**config.mk**
```make
export PLATFORM = sky130hd
export DESIGN_NAME = sar_switchback_ctrl
export DESIGN_NICKNAME = d
export VERILOG_FILES = /design/src/rtl/sar_sb_pkg.sv /design/src/rtl/sar_sb_seq.sv /design/src/rtl/sar_sb_decreg.sv /design/src/rtl/sar_sb_swmap.sv /design/src/rtl/sar_switchback_ctrl.sv
export SDC_FILE = /design/constraint.sdc
export NUM_CORES = 1
export LEC_CHECK = 0
export BUFFER_PORTS_ARGS = -buffer_cell sky130_fd_sc_hd__buf_2
export CORE_MARGIN = 8
export CORE_UTILIZATION = 52
export DETAILED_ROUTE_END_ITERATION = 8
export GPL_ROUTABILITY_DRIVEN = 0
export HOLD_SLACK_MARGIN = 0.15
export MAX_ROUTING_LAYER = met4
export PLACE_DENSITY = 0.77
export SYNTH_ARGS = -nofsm -noshare
export SYNTH_HDL_FRONTEND = slang
export SYNTH_SLANG_ARGS = --single-unit
```
**constraint.sdc**
```tcl
create_clock -name clk -period 2 [get_ports clk]
set_input_delay 0.3 -clock clk [delete_from_list [all_inputs] [get_ports clk]]
set_output_delay 0.3 -clock clk [all_outputs]
set_load 0.05 [all_outputs]
```
**src/rtl/sar_sb_pkg.sv**
```systemverilog
package sar_sb_pkg;

    typedef enum logic {
        PH_TRACK = 1'b0,
        PH_CONV  = 1'b1
    } phase_e;

endpackage

```
**src/rtl/sar_sb_seq.sv**
```systemverilog
module sar_sb_seq
    import sar_sb_pkg::*;
#(
    parameter int NBITS = 10
) (
    input  logic             clk,
    input  logic             rst_n,
    input  logic             start_i,
    input  logic             cmp_valid_i,
    output logic             sample_o,
    output logic             trig_o,
    output logic [NBITS-1:0] bit_o,
    output logic             accept_o,
    output logic             done_o
);

    localparam logic [NBITS-1:0] TOP_BIT = {1'b1, {(NBITS-1){1'b0}}};

    typedef struct packed {
        phase_e           ph;
        logic             trig;
        logic [NBITS-1:0] bit_oh;
        logic             done;
    } seq_t;

    seq_t q, d;
    logic accept;

    always_comb begin
        d        = q;
        d.trig   = 1'b0;
        d.done   = 1'b0;
        accept   = 1'b0;
        unique case (q.ph)
            PH_TRACK: begin
                if (start_i) begin
                    d.ph     = PH_CONV;
                    d.trig   = 1'b1;
                    d.bit_oh = TOP_BIT;
                end
            end
            PH_CONV: begin
                if (!q.trig && cmp_valid_i) begin
                    accept = 1'b1;
                    if (q.bit_oh[0]) begin
                        d.ph     = PH_TRACK;
                        d.bit_oh = '0;
                        d.done   = 1'b1;
                    end else begin
                        d.bit_oh = q.bit_oh >> 1;
                        d.trig   = 1'b1;
                    end
                end
            end
            default: d = q;
        endcase
    end

    always_ff @(posedge clk or negedge rst_n) begin
        if (!rst_n) begin
            q <= '{ph: PH_TRACK, trig: 1'b0, bit_oh: '0, done: 1'b0};
        end else begin
            q <= d;
        end
    end

    assign sample_o = (q.ph == PH_TRACK);
    assign trig_o   = q.trig;
    assign bit_o    = q.bit_oh;
    assign accept_o = accept;
    assign done_o   = q.done;

    AST_BIT_ONEHOT: assert property (@(posedge clk) disable iff (!rst_n)
        $onehot0(q.bit_oh));
    AST_TRIG_ONLY_CONV: assert property (@(posedge clk) disable iff (!rst_n)
        q.trig |-> (q.ph == PH_CONV && q.bit_oh != '0));
    AST_TRIG_SINGLE: assert property (@(posedge clk) disable iff (!rst_n)
        q.trig |=> !q.trig);
    AST_TRACK_IGNORES_VALID: assert property (@(posedge clk) disable iff (!rst_n)
        (q.ph == PH_TRACK && !start_i) |=> (q.ph == PH_TRACK && !q.trig));

endmodule

```
**src/rtl/sar_sb_decreg.sv**
```systemverilog
module sar_sb_decreg #(
    parameter int NBITS = 10
) (
    input  logic             clk,
    input  logic             rst_n,
    input  logic             accept_i,
    input  logic             last_i,
    input  logic [NBITS-1:1] bit_i,
    input  logic             dec_i,
    output logic [NBITS-1:1] taken_o,
    output logic [NBITS-1:1] dec_o,
    output logic [NBITS-1:0] code_o
);

    typedef struct packed {
        logic [NBITS-1:1] taken;
        logic [NBITS-1:1] dec;
        logic [NBITS-1:0] code;
    } dreg_t;

    dreg_t q, d;

    always_comb begin
        d = q;
        if (accept_i) begin
            if (last_i) begin
                d.code  = {q.dec, dec_i};
                d.taken = '0;
                d.dec   = '0;
            end else begin
                d.taken = q.taken | bit_i;
                d.dec   = q.dec | (bit_i & {(NBITS-1){dec_i}});
            end
        end
    end

    always_ff @(posedge clk or negedge rst_n) begin
        if (!rst_n) begin
            q <= '0;
        end else begin
            q <= d;
        end
    end

    assign taken_o = q.taken;
    assign dec_o   = q.dec;
    assign code_o  = q.code;

    AST_TAKEN_GROWS: assert property (@(posedge clk) disable iff (!rst_n)
        (accept_i && !last_i) |=> ($countones(q.taken) == $past($countones(q.taken)) + 1));
    AST_CODE_HELD: assert property (@(posedge clk) disable iff (!rst_n)
        !(accept_i && last_i) |=> $stable(q.code));

endmodule

```
**src/rtl/sar_sb_swmap.sv**
```systemverilog
module sar_sb_swmap #(
    parameter int NBITS = 10
) (
    input  logic [NBITS-1:1] taken_i,
    input  logic [NBITS-1:1] dec_i,
    output logic [NBITS-2:0] sw_p_o,
    output logic [NBITS-2:0] sw_n_o
);

    localparam int NCAP = NBITS - 1;

    // Largest capacitor: starts high, the higher side drops after the first decision.
    assign sw_p_o[NCAP-1] = ~(taken_i[NBITS-1] &  dec_i[NBITS-1]);
    assign sw_n_o[NCAP-1] = ~(taken_i[NBITS-1] & ~dec_i[NBITS-1]);

    // Smaller capacitors: start low, the lower side rises after its decision.
    for (genvar c = 0; c < NCAP - 1; c++) begin : g_up
        assign sw_p_o[c] = taken_i[c+1] & ~dec_i[c+1];
        assign sw_n_o[c] = taken_i[c+1] &  dec_i[c+1];
    end

endmodule

```
**src/rtl/sar_switchback_ctrl.sv**
```systemverilog
module sar_switchback_ctrl #(
    parameter int NBITS = 10
) (
    input  logic             clk,
    input  logic             rst_n,
    input  logic             start_i,
    input  logic             cmp_valid_i,
    input  logic             cmp_dec_i,
    output logic             sample_o,
    output logic             cmp_trig_o,
    output logic [NBITS-2:0] sw_p_o,
    output logic [NBITS-2:0] sw_n_o,
    output logic [NBITS-1:0] code_o,
    output logic             done_o
);

    localparam int NCAP = NBITS - 1;
    localparam logic [NCAP-1:0] TRACK_PAT = {1'b1, {(NCAP-1){1'b0}}};

    logic [NBITS-1:0] bit_oh;
    logic             accept;
    logic [NBITS-1:1] taken;
    logic [NBITS-1:1] dec;

    sar_sb_seq #(.NBITS(NBITS)) u_seq (
        .clk         (clk),
        .rst_n       (rst_n),
        .start_i     (start_i),
        .cmp_valid_i (cmp_valid_i),
        .sample_o    (sample_o),
        .trig_o      (cmp_trig_o),
        .bit_o       (bit_oh),
        .accept_o    (accept),
        .done_o      (done_o)
    );

    sar_sb_decreg #(.NBITS(NBITS)) u_decreg (
        .clk      (clk),
        .rst_n    (rst_n),
        .accept_i (accept),
        .last_i   (bit_oh[0]),
        .bit_i    (bit_oh[NBITS-1:1]),
        .dec_i    (cmp_dec_i),
        .taken_o  (taken),
        .dec_o    (dec),
        .code_o   (code_o)
    );

    sar_sb_swmap #(.NBITS(NBITS)) u_swmap (
        .taken_i (taken),
        .dec_i   (dec),
        .sw_p_o  (sw_p_o),
        .sw_n_o  (sw_n_o)
    );

    AST_TRACK_PATTERN: assert property (@(posedge clk) disable iff (!rst_n)
        sample_o |-> (sw_p_o == TRACK_PAT && sw_n_o == TRACK_PAT));
    AST_FIRST_UNSWITCHED: assert property (@(posedge clk) disable iff (!rst_n)
        (cmp_trig_o && $past(sample_o)) |-> (sw_p_o == TRACK_PAT && sw_n_o == TRACK_PAT));
    AST_ONE_SWITCH: assert property (@(posedge clk) disable iff (!rst_n)
        !sample_o |-> ($countones({sw_p_o, sw_n_o} ^ $past({sw_p_o, sw_n_o})) <= 1));
    AST_NO_RESWITCH: assert property (@(posedge clk) disable iff (!rst_n)
        (!sample_o && !$past(sample_o)) |->
            ((($past(sw_p_o) ^ TRACK_PAT) & ~(sw_p_o ^ TRACK_PAT)) == '0 &&
             (($past(sw_n_o) ^ TRACK_PAT) & ~(sw_n_o ^ TRACK_PAT)) == '0));
    AST_DONE_ON_RETURN: assert property (@(posedge clk) disable iff (!rst_n)
        done_o |-> $rose(sample_o));

endmodule

```
==> impl_metrics.py <==
metrics = {
    "synthesis": {
        "synth_top_cell_area_share_pct": 62.2,
        "syn_inst": 136,
        "synth_area_leader_cell": "dfrtp_1",
        "yosys_warnings": 0,
        "synth_commonest_cells": "dfrtp_1 (41), nor2_1 (23), a21oi_1 (18), nor2b_1 (9)",
        "synth.most_common_cell": "dfrtp_1",
        "synth.area.top_cells": "dfrtp_1 (62%), mux2_4 (7.3%), a21oi_1 (5.5%), nor2_1 (5.2%), a22o_1 (4.2%)",
        "syn_area_per_cell_um2": 12.1,
        "async_flop_share_pct": 100,
        "seq_area_frac_synth_pct": 62.2,
        "synth_edf_count": 0,
        "synth_ff_type": "dfrtp_1",
        "syn-num-nets": 141,
        "synth_area_um2": 1650,
        "ys_seq_elements": 41,
        "synth.distinct_cells": 21,
    },
    "sta": {
        "fin_skew_ns": 0.00971,
        "rsz0062_at_grt": "no",
        "final_max_slew_viol_count": 0,
        "tightestPinTransition_ns": 0.580,
        "min_period_ns": 1.65,
        "finalCritPeriodShare_pct": 82.7,
        "hold_violations": 0,
        "setup_viol": 0,
        "whs_ns": 0.210,
        "tns_ns": 0,
        "relSlewSlack_pct": 61.2,
        "max_freq_ghz": 0.604,
    },
    "die": {
        "pin_count": 36,
        "start_util_pct": 54.5,
        "die-height_um": 72.3,
        "core_um2": 3030,
        "dieWidth_um": 72.3,
        "rows": 20,
        "dieArea_um2": 5230,
    },
    "power": {
        "power.leakage_uw": 0.00102,
        "p_per_area_nw_per_um2": 1750,
        "p_sw_share_pct": 48.4,
        "comb_power_share_pct": 46.7,
        "p_int_uw": 1730,
        "pwr-share-seq_pct": 40.7,
        "pwr-share-clk_pct": 12.6,
        "peakVddDrop_v": 0.00104,
        "p_switching_uw": 1620,
    },
    "final_layout": {
        "post-route-util_pct": 63.1,
        "drive_above_1_share_pct": 31.6,
        "syn2layout_area_growth_pct": 15.8,
        "multi_input_area_um2": 567,
        "n_antenna_cell": 0,
        "regArea_um2": 1030,
        "stdcell_count": 218,
        "fill_cells": 249,
        "final_nets": 179,
    },
    "grt": {
        "gr-total-overflow": 0,
        "antenna_found_initial": 0,
        "grt_pass1_wl_um": 5240,
        "grt_pass1_vias": 1130,
        "grt_usage_pct": 12.9,
        "grt_max_degree": 42,
    },
    "routing": {
        "first_pass_iters": 4,
        "routed_wl_um": 3140,
        "via_count": 1109,
        "wl_per_cell_um": 14.4,
        "viasPerCell": 5.09,
        "postRouteAntennaNets": 0,
        "drtIter0Drc": 65,
        "drc_errors": 0,
    },
    "run": {
        "maxCapViolations": 0,
    },
    "worst_setup_path": {
        "cpMaxStageDelayCell": "nor2b_1",
        "end_kind": "flip-flop",
        "crit_fanout": 14,
        "path_delay_family": "simple AND/OR/NAND/NOR gates",
        "worstSetupStartpointType": "flip-flop",
        "r2r_slack_ns": 0.35,
        "slowest_delay_ns": 0.51,
        "crit_type": "reg -> reg",
        "startpoint": "u_seq.trig_o$_DFF_PN0_",
        "path_buf_inv": 1,
        "crit_arrival_ns": 1.94,
        "crit_required_ns": 2.29,
        "worstPathCellList": "and3b_1 -> buf_4 -> nor2b_1 -> a22o_1",
        "rr_startpoint": "u_seq.trig_o$_DFF_PN0_",
    },
    "clocking": {
        "clk_path_buf_depth": 2,
        "h-tree-depth": 2,
        "cts_sinks": 41,
        "numCtsBuffers": 5,
        "insertion_delay_ns": 0.35,
        "post_cts_buffers": 0,
        "clockRootBuffer": "clkbuf_4",
        "cts_tree": "done",
        "cts.reportedPaths.clkPinSlew_ns": 0.11,
    },
    "placed_design": {
        "port_buffers": 35,
        "hpwl_um": 2150,
        "dp_cells": 210,
    },
    "status": {
        "run_status": "finished clean",
    },
    "min_path": {
        "min_from": "cmp_dec_i",
        "hold_path.class": "in -> reg",
    },
}
## flip-flops by register name (all words and copies together), names as in the netlist
name / flops
u_seq.done_o: 1
u_decreg.dec_o: 9
u_seq.q: 1
u_seq.trig_o: 1
u_decreg.code_o: 10
u_decreg.taken_o: 9
u_seq.bit_o: 10
## per-layer routing
| metal | up-vias | part of all wire [%] | wire length, um | track usage [%] |
|---|---|---|---|---|
| li1 | 531 | - | - | - |
| met1 | 543 | 45 | 1410 | 15.1 |
| met2 | 27 | 47 | 1490 | 19.8 |
| met3 | 8 | 6.0 | 188 | 4.27 |
| met4 | 0 | 1.7 | 53 | 6.12 |
| met5 | - | 0 | 0 | - |
## final timing paths
check                                                      end  cells after the start
worst min-delay path            u_decreg.code_o[0]$_DFFE_PN0P_                      2
min in group asynchronous       u_decreg.code_o[1]$_DFFE_PN0P_                      3
max in group asynchronous       u_decreg.code_o[8]$_DFFE_PN0P_                      3
worst max register to register      u_seq.bit_o[3]$_DFFE_PN0P_                      4
worst max-delay path                u_seq.bit_o[3]$_DFFE_PN0P_                      4
worst min register to register  u_decreg.code_o[1]$_DFFE_PN0P_                      1
## cells in the final DEF (no fill, tap or decap)
master and n:
and4b_1 1, o22ai_1 1, and2_1 8, a22o_1 8, dfrtp_1 41, clkbuf_4 5, clkbuf_8 1, nand2_1 3
and3b_1 1, a21oi_1 18, mux2_4 8, and2_4 1, nand2b_1 3, mux2_2 2, buf_4 2, nor2_1 23
nor2b_1 9, inv_1 1, buf_2 35, and2b_1 1, clkinvlp_4 1, dlygate4sd3_1 1
## logic make-up (layout without fill, tap and decap cells)
| kind of cell | Yosys count | in the layout | share of synthesized area, % |
|---|---|---|---|
| AOI/OAI and AO/OA | 27 | 27 | 10.1 |
| buffers and inverters | 8 | 46 | 3.49 |
| DFF | 41 | 41 | 62.2 |
| muxes | 10 | 10 | 8.64 |
| and+or+nand+nor | 50 | 50 | 15.6 |
## power groups by stage
stage	Sequential [uW]	Clock, uW	Combinational (uW)
2_1_floorplan	1570	0	1020
3_3_place_gp	1350	0	1550
5_1_grt	1410	479	1650
6_report	1360	422	1560
4_1_cts	1360	430	1580
3_5_place_dp	1380	0	1580
## layout make-up
type	count	share of cell area [%]
multi-input combinational	87	29.7
sequential	41	53.7
clock inverter	1	0.393
inverter	1	0.196
clock buffer	6	2.69
tap	44	2.88
timing repair buffer	38	10.5
## through the flow
stage	total power [uW]	setup WS, ns	cell area [um^2]
detailed placement	2950	0.377	1840
floorplan	2590	0.324	1650
global route	3540	0.226	1910
finish	3350	0.345	1910
global placement	2900	0.465	1840
CTS	3380	0.348	1910
## repair_timing
action	CTS	global route
resized for setup	0	0
endpoints found under the hold margin	41	0
hold buffers	1	0
Note: power is estimated with default switching activity, not from simulation.
